[src/rtl/lt_pkg.sv]
// Shared definitions for the link training pattern generator.
// Symbol bytes are composed from their code-group name: {y, x}.
package lt_pkg;

    typedef enum logic [2:0] {
        SEL_IDLE = 3'd0,
        SEL_TPS1 = 3'd1,
        SEL_TPS2 = 3'd2,
        SEL_TPS3 = 3'd3,
        SEL_TPS4 = 3'd4
    } lt_sel_e;

    // Build the byte of symbol Dx.y / Kx.y: x is bits 4:0, y is bits 7:5.
    function automatic logic [7:0] sym_byte(input logic [4:0] x, input logic [2:0] y);
        return {y, x};
    endfunction

    localparam logic [7:0] SYM_D10_2 = sym_byte(5'd10, 3'd2);  // 0x4A
    localparam logic [7:0] SYM_D11_6 = sym_byte(5'd11, 3'd6);  // 0xCB
    localparam logic [7:0] SYM_D30_3 = sym_byte(5'd30, 3'd3);  // 0x7E
    localparam logic [7:0] SYM_K28_5 = sym_byte(5'd28, 3'd5);  // 0xBC
    localparam logic [7:0] SYM_K28_0 = sym_byte(5'd28, 3'd0);  // 0x1C

    localparam int TPS2_PERIOD = 5;
    localparam int TPS3_PERIOD = 4;
    localparam int TPS4_HEAD   = 3;

endpackage

[src/rtl/lt_seq_counter.sv]
// Sequence index counter.
// Produces the index of the symbol to emit this cycle. A restart forces
// index 0 in the same cycle; the stored index then continues from 1.
// Assumes len >= 1 and that len only changes together with a restart.
module lt_seq_counter #(
    parameter int IDX_W = 8
) (
    input  logic             clk,
    input  logic             rst_n,
    input  logic             restart,
    input  logic [IDX_W-1:0] len,
    output logic [IDX_W-1:0] idx
);

    logic [IDX_W-1:0] idx_q;
    logic [IDX_W-1:0] idx_nxt;

    // Effective index: zero on restart, else the stored position.
    always_comb begin
        idx     = restart ? '0 : idx_q;
        idx_nxt = idx + IDX_W'(1);
    end

    // Advance by one and wrap at the pattern period.
    always_ff @(posedge clk) begin
        if (!rst_n) begin
            idx_q <= '0;
        end else if (idx_nxt >= len) begin
            idx_q <= '0;
        end else begin
            idx_q <= idx_nxt;
        end
    end

    // a held selection never leaves the stored index outside its period
    idx_in_period_chk: assert property (@(posedge clk) disable iff (!rst_n)
        !restart |-> (idx_q < len));

endmodule

[src/rtl/lt_symbol_map.sv]
// Symbol map: turns (selection, index) into the byte, its K flag, the
// pattern period and the phase indications. Purely combinational.
// Assumes idx < period of the selected pattern.
module lt_symbol_map
    import lt_pkg::*;
#(
    parameter int FILL_LEN = 248,
    parameter int IDX_W    = 8
) (
    input  logic [2:0]       sel,
    input  logic [IDX_W-1:0] idx,
    output logic [7:0]       sym,
    output logic             is_k,
    output logic             active,
    output logic             cr,
    output logic             eq,
    output logic [IDX_W-1:0] len
);

    localparam int TPS4_PERIOD = TPS4_HEAD + FILL_LEN;

    // Select the symbol and the attributes of the chosen pattern.
    always_comb begin
        sym    = 8'h00;
        is_k   = 1'b0;
        active = 1'b0;
        cr     = 1'b0;
        eq     = 1'b0;
        len    = IDX_W'(1);
        case (sel)
            SEL_TPS1: begin
                active = 1'b1;
                cr     = 1'b1;
                sym    = SYM_D10_2;
            end
            SEL_TPS2: begin
                active = 1'b1;
                eq     = 1'b1;
                len    = IDX_W'(TPS2_PERIOD);
                case (idx)
                    IDX_W'(0), IDX_W'(2): begin sym = SYM_K28_5; is_k = 1'b1; end
                    IDX_W'(1), IDX_W'(3): sym = SYM_D11_6;
                    default:              sym = SYM_D10_2;
                endcase
            end
            SEL_TPS3: begin
                active = 1'b1;
                eq     = 1'b1;
                len    = IDX_W'(TPS3_PERIOD);
                case (idx)
                    IDX_W'(0), IDX_W'(2): begin sym = SYM_K28_5; is_k = 1'b1; end
                    IDX_W'(1):            sym = SYM_D10_2;
                    default:              sym = SYM_D30_3;
                endcase
            end
            SEL_TPS4: begin
                active = 1'b1;
                eq     = 1'b1;
                len    = IDX_W'(TPS4_PERIOD);
                case (idx)
                    IDX_W'(0), IDX_W'(2): begin sym = SYM_K28_0; is_k = 1'b1; end
                    IDX_W'(1):            begin sym = SYM_K28_5; is_k = 1'b1; end
                    default:              sym = 8'h00;
                endcase
            end
            default: ;
        endcase
    end

endmodule

[src/rtl/lt_pattern_gen.sv]
// Link training pattern generator (top).
// Registers the selection to detect changes, drives the sequence counter
// and the symbol map, and registers all outputs (one cycle latency).
// Assumes train_sel is synchronous to clk.
module lt_pattern_gen
    import lt_pkg::*;
#(
    parameter int FILL_LEN = 248
) (
    input  logic       clk,
    input  logic       rst_n,
    input  logic [2:0] train_sel,
    output logic [7:0] tx_byte,
    output logic       tx_is_k,
    output logic       tx_valid,
    output logic       scr_bypass,
    output logic       cr_phase,
    output logic       eq_phase
);

    localparam int MAX_PERIOD = TPS4_HEAD + FILL_LEN;
    localparam int IDX_W      = $clog2(MAX_PERIOD + 1);

    logic [2:0]       sel_q;
    logic             restart;
    logic [IDX_W-1:0] idx;
    logic [IDX_W-1:0] len;
    logic [7:0]       m_sym;
    logic             m_k, m_active, m_cr, m_eq;

    // Remember the selection of the previous cycle.
    always_ff @(posedge clk) begin
        if (!rst_n) sel_q <= SEL_IDLE;
        else        sel_q <= train_sel;
    end

    // Any change of selection restarts the sequence.
    assign restart = (train_sel != sel_q);

    lt_seq_counter #(.IDX_W(IDX_W)) u_cnt (
        .clk     (clk),
        .rst_n   (rst_n),
        .restart (restart),
        .len     (len),
        .idx     (idx)
    );

    lt_symbol_map #(.FILL_LEN(FILL_LEN), .IDX_W(IDX_W)) u_map (
        .sel    (train_sel),
        .idx    (idx),
        .sym    (m_sym),
        .is_k   (m_k),
        .active (m_active),
        .cr     (m_cr),
        .eq     (m_eq),
        .len    (len)
    );

    // Output register stage.
    always_ff @(posedge clk) begin
        if (!rst_n) begin
            tx_byte    <= 8'h00;
            tx_is_k    <= 1'b0;
            tx_valid   <= 1'b0;
            scr_bypass <= 1'b0;
            cr_phase   <= 1'b0;
            eq_phase   <= 1'b0;
        end else begin
            tx_byte    <= m_sym;
            tx_is_k    <= m_k;
            tx_valid   <= m_active;
            scr_bypass <= m_active;
            cr_phase   <= m_cr;
            eq_phase   <= m_eq;
        end
    end


    k_only_on_k28_chk: assert property (@(posedge clk) disable iff (!rst_n)
        tx_is_k |-> (tx_valid && (tx_byte == SYM_K28_5 || tx_byte == SYM_K28_0)));


    idle_is_quiet_chk: assert property (@(posedge clk) disable iff (!rst_n)
        !tx_valid |-> (tx_byte == 8'h00 && !tx_is_k && !cr_phase && !eq_phase));


    phase_exclusive_chk: assert property (@(posedge clk) disable iff (!rst_n)
        $onehot0({cr_phase, eq_phase}));


    bypass_with_valid_chk: assert property (@(posedge clk) disable iff (!rst_n)
        (cr_phase || eq_phase) |-> (tx_valid && scr_bypass));


    restart_first_sym_chk: assert property (@(posedge clk) disable iff (!rst_n)
        (restart && (train_sel == SEL_TPS3 || train_sel == SEL_TPS2))
        |=> (tx_byte == SYM_K28_5 && tx_is_k));


    cr_byte_chk: assert property (@(posedge clk) disable iff (!rst_n)
        cr_phase |-> (tx_byte == SYM_D10_2 && !tx_is_k));

endmodule

[config.mk]
export PLATFORM = sky130hd
export DESIGN_NAME = lt_pattern_gen
export DESIGN_NICKNAME = d
export VERILOG_FILES = /design/src/rtl/lt_pkg.sv /design/src/rtl/lt_seq_counter.sv /design/src/rtl/lt_symbol_map.sv /design/src/rtl/lt_pattern_gen.sv
export SDC_FILE = /design/constraint.sdc
export NUM_CORES = 1
export LEC_CHECK = 0
export BUFFER_PORTS_ARGS = -buffer_cell sky130_fd_sc_hd__buf_2
export CAP_MARGIN = 20
export CORE_ASPECT_RATIO = 0.6
export CORE_UTILIZATION = 45
export DETAILED_ROUTE_END_ITERATION = 10
export PLACE_DENSITY = 0.76
export SYNTH_ARGS = -nofsm -noshare
export SYNTH_HDL_FRONTEND = slang
export SYNTH_SLANG_ARGS = --single-unit
export TNS_END_PERCENT = 1
[constraint.sdc]
create_clock -name clk -period 3.95 [get_ports clk]
set_clock_uncertainty 0.2 [all_clocks]
set_input_delay 0.79 -clock clk [delete_from_list [all_inputs] [get_ports clk]]
set_output_delay 0.79 -clock clk [all_outputs]
set_load 0.01 [all_outputs]
# == Word level (Yosys, flattened, before mapping) ==
# Cells that the tools add are included.
# totals
reg_bits,23
output_inout_bits,13
wordCells,38
# op_classes
n_addsub,1
order_cmp,1
eq_ne,8
muxes,12
n_bitwise,1
n_reduce_logical,8
# op_table
operator,n
8-bit case mux with 2 select lines,3
8-bit case mux with 4 select lines,1
8-bit case mux with 3 select lines,1
"8-bit by 2-bit == test with 1-bit output, second input constant",2
"8-bit by 1-bit adder with 8-bit output, second input constant",1
"8-bit by 1-bit == test with 1-bit output, second input constant",1
8-bit >= comparator,1
8-bit logical NOT,1
8-bit two-way mux,1
2-bit OR reduction,4
"3-bit by 2-bit == test with 1-bit output, second input constant",2
3-bit OR reduction,2
1-bit two-way mux,5
4-bit OR reduction,1
"3-bit by 1-bit == test with 1-bit output, second input constant",1
"3-bit == test, second input constant",1
3-bit != test,1
1-bit case mux with 2 select lines,1
1-bit NOT,1

# == Longest topological paths before layout ==
# Gate-level depths: netlist of run 1.
# depth
ltp_word,6
mapped_depth,12
depth_no_buf,12

# == Modules after synthesis ==
# From an unflattened synthesis of run 1, not the netlist that was laid out.
# hier_totals
hier_cells,142
area_unflattened_um2,1311.3
# modules_own_cells
mod,n_inst,cells_each,area_each_um2,seq_area_each_um2
lt_seq_counter,1,67,596.8,160.2
lt_pattern_gen,1,36,457.9,300.3
lt_symbol_map,1,39,256.5,0.0

# == Worst setup path before layout of run 1 ==
# No wires, ideal clock.
# synth_timing
kind,input port to flip-flop
from,in train_sel[0]
to,reg u_cnt.idx_q[5]
setup_time_ns,0.086
arrival_ns,2.835
t_required_ns,3.664
slack_ns,0.829
path_stages,12
path_buffers,0
cell_sequence,xnor2_2 -> and3_4 -> nand2_1 -> inv_1 -> ha_1 -> nand3_1 -> xor2_1 -> nor2_1 -> ha_1 -> nor4b_1 -> o221ai_2 -> a211oi_1
# synth_via
elab_chain_cells,5
elab_cells_between_ends,9
cone_classes,add/sub: 1; order compare: 1; eq/ne: 4; mux: 2; reduce/logical: 1
# synth_rtl
element,line_no,source
start: declaration,lt_pattern_gen.sv:12,"input logic [2:0] train_sel,"
3-bit != test,lt_pattern_gen.sv:38,assign restart = (train_sel != sel_q);
8-bit two-way mux,lt_seq_counter.sv:20,idx = restart ? '0 : idx_q;
8-bit by 1-bit adder with 8-bit output,lt_seq_counter.sv:21,idx_nxt = idx + IDX_W'(1);
via u_cnt.idx_nxt[6],lt_seq_counter.sv:16,logic [IDX_W-1:0] idx_nxt;
8-bit >= comparator,lt_seq_counter.sv:28,end else if (idx_nxt >= len) begin
2-bit OR reduction (no source line),--,
end signal: assignment,lt_seq_counter.sv:31,idx_q <= idx_nxt;
end: declaration,lt_seq_counter.sv:15,logic [IDX_W-1:0] idx_q;
# The timed path passes the listed nets, and every way through them passes these cells.
# A chain may end at the register's enable or synchronous reset.

# == Worst setup path in the final report of run 1 ==
# layout_timing
from,in train_sel[0]
to,reg u_cnt.idx_q[7]
# Same word-level chain as after synthesis.

==> results of run 1 <==
==> per-stage QoR <==
step | instances | setup WS, ns | power, uW | area [sq um] | hold WS [ns]
floorplan | 127 | 0.829 | 273 | 1210 | 0.345
global placement | 172 | 0.399 | 289 | 1310 | 0.394
detailed placement | 172 | 0.365 | 291 | 1310 | 0.402
CTS | 176 | 0.599 | 429 | 1350 | 0.419
global route | 176 | 0.263 | 444 | 1350 | 0.472
finish | 176 | 0.605 | 427 | 1350 | 0.414
==> report_power, final <==
group / internal (uW) / switching, uW
clock: 70.4 / 69.4
sequential: 220 / 4.60
combinational: 24.1 / 38.5
total: 314 / 113
==> registers in the layout (all words and copies together) (netlist names) <==
| signal | flops |
|---|---|
| cr_phase | 1 |
| eq_phase | 1 |
| scr_bypass | 1 |
| sel_q | 3 |
| tx_byte | 6 |
| tx_is_k | 1 |
| u_cnt.idx_q | 8 |
==> final cells by class <==
| cell class | instances | area, sq um | area share |
|---|---|---|---|
| multi-input combinational | 93 | 728 | 0.538 |
| clock buffer | 3 | 41.3 | 0.0305 |
| inverter | 9 | 33.8 | 0.0250 |
| clock inverter | 1 | 5.00 | 0.00370 |
| timing repair buffer | 17 | 85.1 | 0.0628 |
| sequential | 21 | 420 | 0.311 |
| tap | 32 | 40.0 | 0.0296 |
==> worst register-to-register path, delay by kind of cell (launching register included) <==
kind / cells / cell delay [ns]
buf+inv: 1 / 0.10
compound gates: 2 / 0.50
xor+xnor: 2 / 0.40
flops: 1 / 0.33
fa+ha+maj: 2 / 0.48
simple gates: 5 / 0.85
==> worst max-delay path by stage <==
stage,startpoint,to,slack [ns],cells past startpoint
6_report,train_sel[0],u_cnt.idx_q[7]$_SDFF_PP0_,0.61,13
5_1_grt,train_sel[0],u_cnt.idx_q[7]$_SDFF_PP0_,0.26,13
4_1_cts,train_sel[0],u_cnt.idx_q[7]$_SDFF_PP0_,0.60,13
3_5_place_dp,train_sel[0],u_cnt.idx_q[7]$_SDFF_PP0_,0.36,13
3_3_place_gp,train_sel[1],u_cnt.idx_q[6]$_SDFF_PP0_,0.40,13
2_1_floorplan,train_sel[0],u_cnt.idx_q[5]$_SDFF_PP0_,0.83,12
==> placed cells by master (no fill, tap or decap), types with 2 or more instances in the layout <==
cell type  count
ha_1          12
nand2_1        6
nor2_1         8
and3_1         4
clkbuf_8       3
and2_1         2
a211oi_1       4
nor2_2         3
nand3b_1       2
dfxtp_1       21
o21ai_1        4
buf_2         17
inv_1          5
nand3_1        4
a21oi_1        6
a21boi_1       4
o21ai_0        2
xor2_1         4
inv_2          4
nor3_1         2
xnor2_1        2
xnor2_2        3
nand4_1        2
==> metal layers <==
layer | share of wire | up-vias | global-route usage
met5 | 0 | - | 0
met4 | 0.0044 | 0 | 0.0449
met3 | 0.069 | 2 | 0.0842
met2 | 0.42 | 28 | 0.272
met1 | 0.51 | 444 | 0.303
li1 | - | 484 | -
==> logic make-up (layout without fill, tap and decap cells) <==
kind of cell	after synthesis	count (layout)	share of synthesized area
adder cells (fa/ha/maj)	12	12	0.124
buffers and inverters	13	30	0.0507
flip-flops	21	21	0.347
XOR/XNOR	9	9	0.0838
AO/OA/AOI/OAI	29	29	0.181
AND/OR/NAND/NOR	43	43	0.213
==> flow_summary.toml, run 1 <==
[status]
status = "finished, final reports clean"

[synthesis]
synth.most_common_cell = "dfxtp_1"
ys_types = 42
ys_top_cells_by_count = "dfxtp_1 (21), ha_1 (12), nor2_1 (8)"
synth.avg_cell_area_sq_um = 9.53
synth_edf_count = 0
synth.area.top_cells = "dfxtp_1 (35%), ha_1 (12%), xnor2_2 (4.0%)"
synthArstFlopShare = 0
synth_nets = 144
ys_ff_latch = 21
ys_warn_count = 0
synth_area_sq_um = 1210
yosysTopAreaCellShare = 0.347
yosys_most_used_dff = "dfxtp_1"
synthCells = 127
ys_seq_area_frac = 0.347
synth_area_leader_cell = "dfxtp_1"

[setup_path]
critPathSlowestCell = "nor4b_1"
cp_top_family = "simple AND/OR/NAND/NOR gates"
cp.required_ns = 3.93
crit_fanout = 8
ff2ff_path_depth = 12
cp.arrival_ns = 3.32
crit_buf_inv = 2
rr_startpoint = "sel_q[0]$_SDFF_PN0_"
endpoint_kind = "register"
r2r-end = "u_cnt.idx_q[7]$_SDFF_PP0_"
critPathMaxStageDelay_ns = 0.34
reg2reg_slack_ns = 1.00
path_cells = "buf_2 -> xnor2_2 -> and3_4 -> nand2_1 -> inv_1 -> ha_1 -> nand3_1 -> xor2_1 -> nor2_1 -> ha_1 -> nor4b_1 -> o221ai_2 -> a211oi_1"
worstSetupPathType = "input pin to register"
startpoint_type = "input pin"
cpMostUsedCell = "ha_1"

[finish]
area_growth_pct = 11.9
drive_above_1_share = 0.299
final_util = 0.537
antenna_cells = 0
nFillCells = 229
final_nets = 162

[sta]
relSlewSlack = 0.663
final_hold_viol_count = 0
final-setup-viol-count = 0
setup_tns_ns = 0
rsz0062_at_grt = "false"
period_needed_ns = 3.34
max_slew.worst_pin.slew_ns = 0.493
drv_slew = 0
min_period_over_period = 0.847
fmax_ghz = 0.299

[routing]
drt_wl_total_microns = 2520
viasPerCell = 5.44
drc = 0
drt-pass1-iter-count = 4
drt.antenna.violating_nets = 0
routedWlPerCell_microns = 14.3
via_count = 958
drtIter0Drc = 96

[cts]
numCtsBuffers = 3
cts-htree-levels = 1
cts_max_path_buffers = 2
cts_hold_buf = 0
clkLatencyLatePin_ns = 0.26
root_buffer = "clkbuf_8"
cts_tree = "done"
post_cts_buffers = 0
cts_sinks = 21
post_cts_resized = 0
clkSlewWorstSetupHoldPaths_ns = 0.07

[floorplanning]
die_area_sq_um = 2910
core_sq_um = 2520
die_h_microns = 42.2
die_x_microns = 68.9
num_rows = 14
start_util = 0.480
io_pins = 18

[global_route]
grt_usage = 0.204
grt_pass1_wl_microns = 4290
grt_max_degree = 13
grt_pass1_vias = 918
grt.overflow.total = 0
antenna_found_initial = 0

[job]
maxCapViolations = 0

[worst_hold_path]
min_path_cells = 2
worstHoldStart = "u_cnt.idx_q[7]$_SDFF_PP0_"
holdPathEnd = "u_cnt.idx_q[7]$_SDFF_PP0_"
hold_class = "register to register"

[placed_design]
finalWeightedCongestion = 0.928
port_buffers = 17
dp_hpwl_microns = 1910

[power]
power_density_nw_per_um2 = 315
vdd_drop_max_mv = 0.231
p_leak_uw = 0.000596
Power figures use the tool's default switching activity.
==> run 2: changes to the inputs <==
- clock period: 3.95 -> 3.3 ns (I/O delays scaled with it)
==> run 2 against run 1 <==
Compared with the run above: global-route usage up 0.45 points; critical path depth unchanged; non-clock buffer count increased by 9; power up 22%; sequential share of layout area shrank 1.6 points; clock power grew 20%.
==> flow_summary.toml, run 2 (synthesis results as in run 1) <==
[status]
status = "finished, final reports clean"

[finish]
fin_area_sq_um = 1430
area_growth_pct = 18.0
largest_reg_flops = 8
final_cell_mix = "dfxtp_1 (21), buf_2 (17), ha_1 (12), buf_4 (9), nor2_1 (8)"
regMostFlops = "u_cnt.idx_q"
reg.largest.list = "u_cnt.idx_q (8), tx_byte (6), sel_q (3)"
final_nets = 171
instances_no_fill = 185
layout_commonest_cell = "dfxtp_1"
nFillCells = 225
antenna_cells = 0
drive_above_1_share = 0.346

[sta]
setup_tns_ns = 0
setup_ws_ns = 0.328
rsz0062_at_grt = "false"
fmax_ghz = 0.336
period_needed_ns = 2.97
max_slew.worst_pin.slew_ns = 0.439
final-setup-viol-count = 0
relSlewSlack = 0.700
drv_slew = 0
final_hold_viol_count = 0
min_period_over_period = 0.901

[routing]
met1_length_microns = 1290
drt_wl_total_microns = 2510
met3RoutedLength_microns = 158
drc = 0
drt.antenna.violating_nets = 0
drtIter0Drc = 58
drt-pass1-iter-count = 4
via_count = 999
routedWlPerCell_microns = 13.6
met2_length_microns = 1050
viasPerCell = 5.40
highest_layer = "met4"

[cts]
numCtsBuffers = 3
cts_tree = "done"
clkSlewWorstSetupHoldPaths_ns = 0.08
cts_sinks = 21
cts-htree-levels = 1
cts_hold_buf = 0
cts_max_path_buffers = 2
clkLatencyLatePin_ns = 0.26
root_buffer = "clkbuf_8"

[setup_path]
cp_top_family = "simple AND/OR/NAND/NOR gates"
cp.required_ns = 3.28
critPathSlowestCell = "nor4b_2"
crit_buf_inv = 2
path_cells = "buf_2 -> xnor2_2 -> and3_4 -> nand2_1 -> inv_1 -> ha_1 -> nand3_1 -> xor2_1 -> nor2_1 -> ha_1 -> nor4b_2 -> o221ai_2 -> a211oi_1"
endpoint_kind = "register"
startpoint_type = "input pin"
cpMostUsedCell = "ha_1"
crit_fanout = 8
cp.arrival_ns = 2.95
worstSetupPathType = "input pin to register"
critPathMaxStageDelay_ns = 0.31

[floorplanning]
die_x_microns = 68.9
core_sq_um = 2520
io_pins = 18
num_rows = 14
die_h_microns = 42.2
die_area_sq_um = 2910
start_util = 0.480

[global_route]
grt_max_degree = 13
grt_usage = 0.209
grt.overflow.total = 0
antenna_found_initial = 0
grt_pass1_wl_microns = 4400
grt_pass1_vias = 942

[job]
maxCapViolations = 0

[power]
vdd_drop_max_mv = 0.296
p_leak_uw = 0.000642
power_density_nw_per_um2 = 365
total_power_uw = 520

[worst_hold_path]
hold_class = "register to register"

[placed_design]
port_buffers = 17
dpl_cell_area_sq_um = 1380
dpl_worst_slack_ns = 0.0618
finalWeightedCongestion = 0.904
dp_hpwl_microns = 1930
place_inst = 181
## run 2: cell count changes in the layout (fill, tap and decap cells not counted), sizes merged
| cell | previous run | this run |
|---|---|---|
| buf | 17 | 26 |
## run 2: final timing paths
kind	from	endpoint	slack [ns]	depth (start not counted)
max	train_sel[1]	u_cnt.idx_q[6]$_SDFF_PP0_	0.33	13
min	u_cnt.idx_q[7]$_SDFF_PP0_	u_cnt.idx_q[7]$_SDFF_PP0_	0.41	2
max reg2reg	sel_q[1]$_SDFF_PN0_	u_cnt.idx_q[6]$_SDFF_PP0_	0.55	12
min reg2reg	u_cnt.idx_q[7]$_SDFF_PP0_	u_cnt.idx_q[7]$_SDFF_PP0_	0.41	2
## run 2: layout make-up
| cell class | instances | area (sq um) | area share |
|---|---|---|---|
| Timing Repair Buffer | 26 | 153 | 0.107 |
| Clock inverter | 1 | 5.00 | 0.00351 |
| Inverter | 9 | 33.8 | 0.0237 |
| Clock buffer | 3 | 41.3 | 0.0289 |
| Sequential cell | 21 | 420 | 0.294 |
| Multi-Input combinational cell | 93 | 734 | 0.514 |
| Tap cell | 32 | 40.0 | 0.0280 |
## run 2: worst register-to-register path, stage by stage, from the launching register on
cell and delay [ns]:
dfxtp_1 0.33, xnor2_2 0.16, and3_4 0.24, nand2_1 0.07, inv_1 0.09, ha_1 0.20
nand3_1 0.10, xor2_1 0.19, nor2_1 0.06, ha_1 0.22, nor4b_2 0.31, o221ai_2 0.24
a211oi_1 0.25
## run 2: timing repair
action,in CTS,in global routing
gates resized for setup,0,1
endpoints found under the setup margin,0,3
buffers inserted,0,0
## run 2: layer usage
layer,up-vias,GRT usage
li1,506,-
met1,459,0.308
met2,32,0.293
met3,2,0.0652
met4,0,0.0490
met5,-,0
## run 2: power breakdown
group | switching [uW] | internal (uW) | total (uW)
sequential | 5.80 | 263 | 269
combinational | 47.5 | 36.4 | 83.9
clock | 83.4 | 84.1 | 168
total | 137 | 384 | 520
## run 2: per-stage QoR
stage,util,hold WS [ns]
floorplan,-,0.345
global placement,0.545,0.389
detailed placement,0.545,0.385
CTS,0.563,0.403
global route,0.566,0.440
finish,0.566,0.406
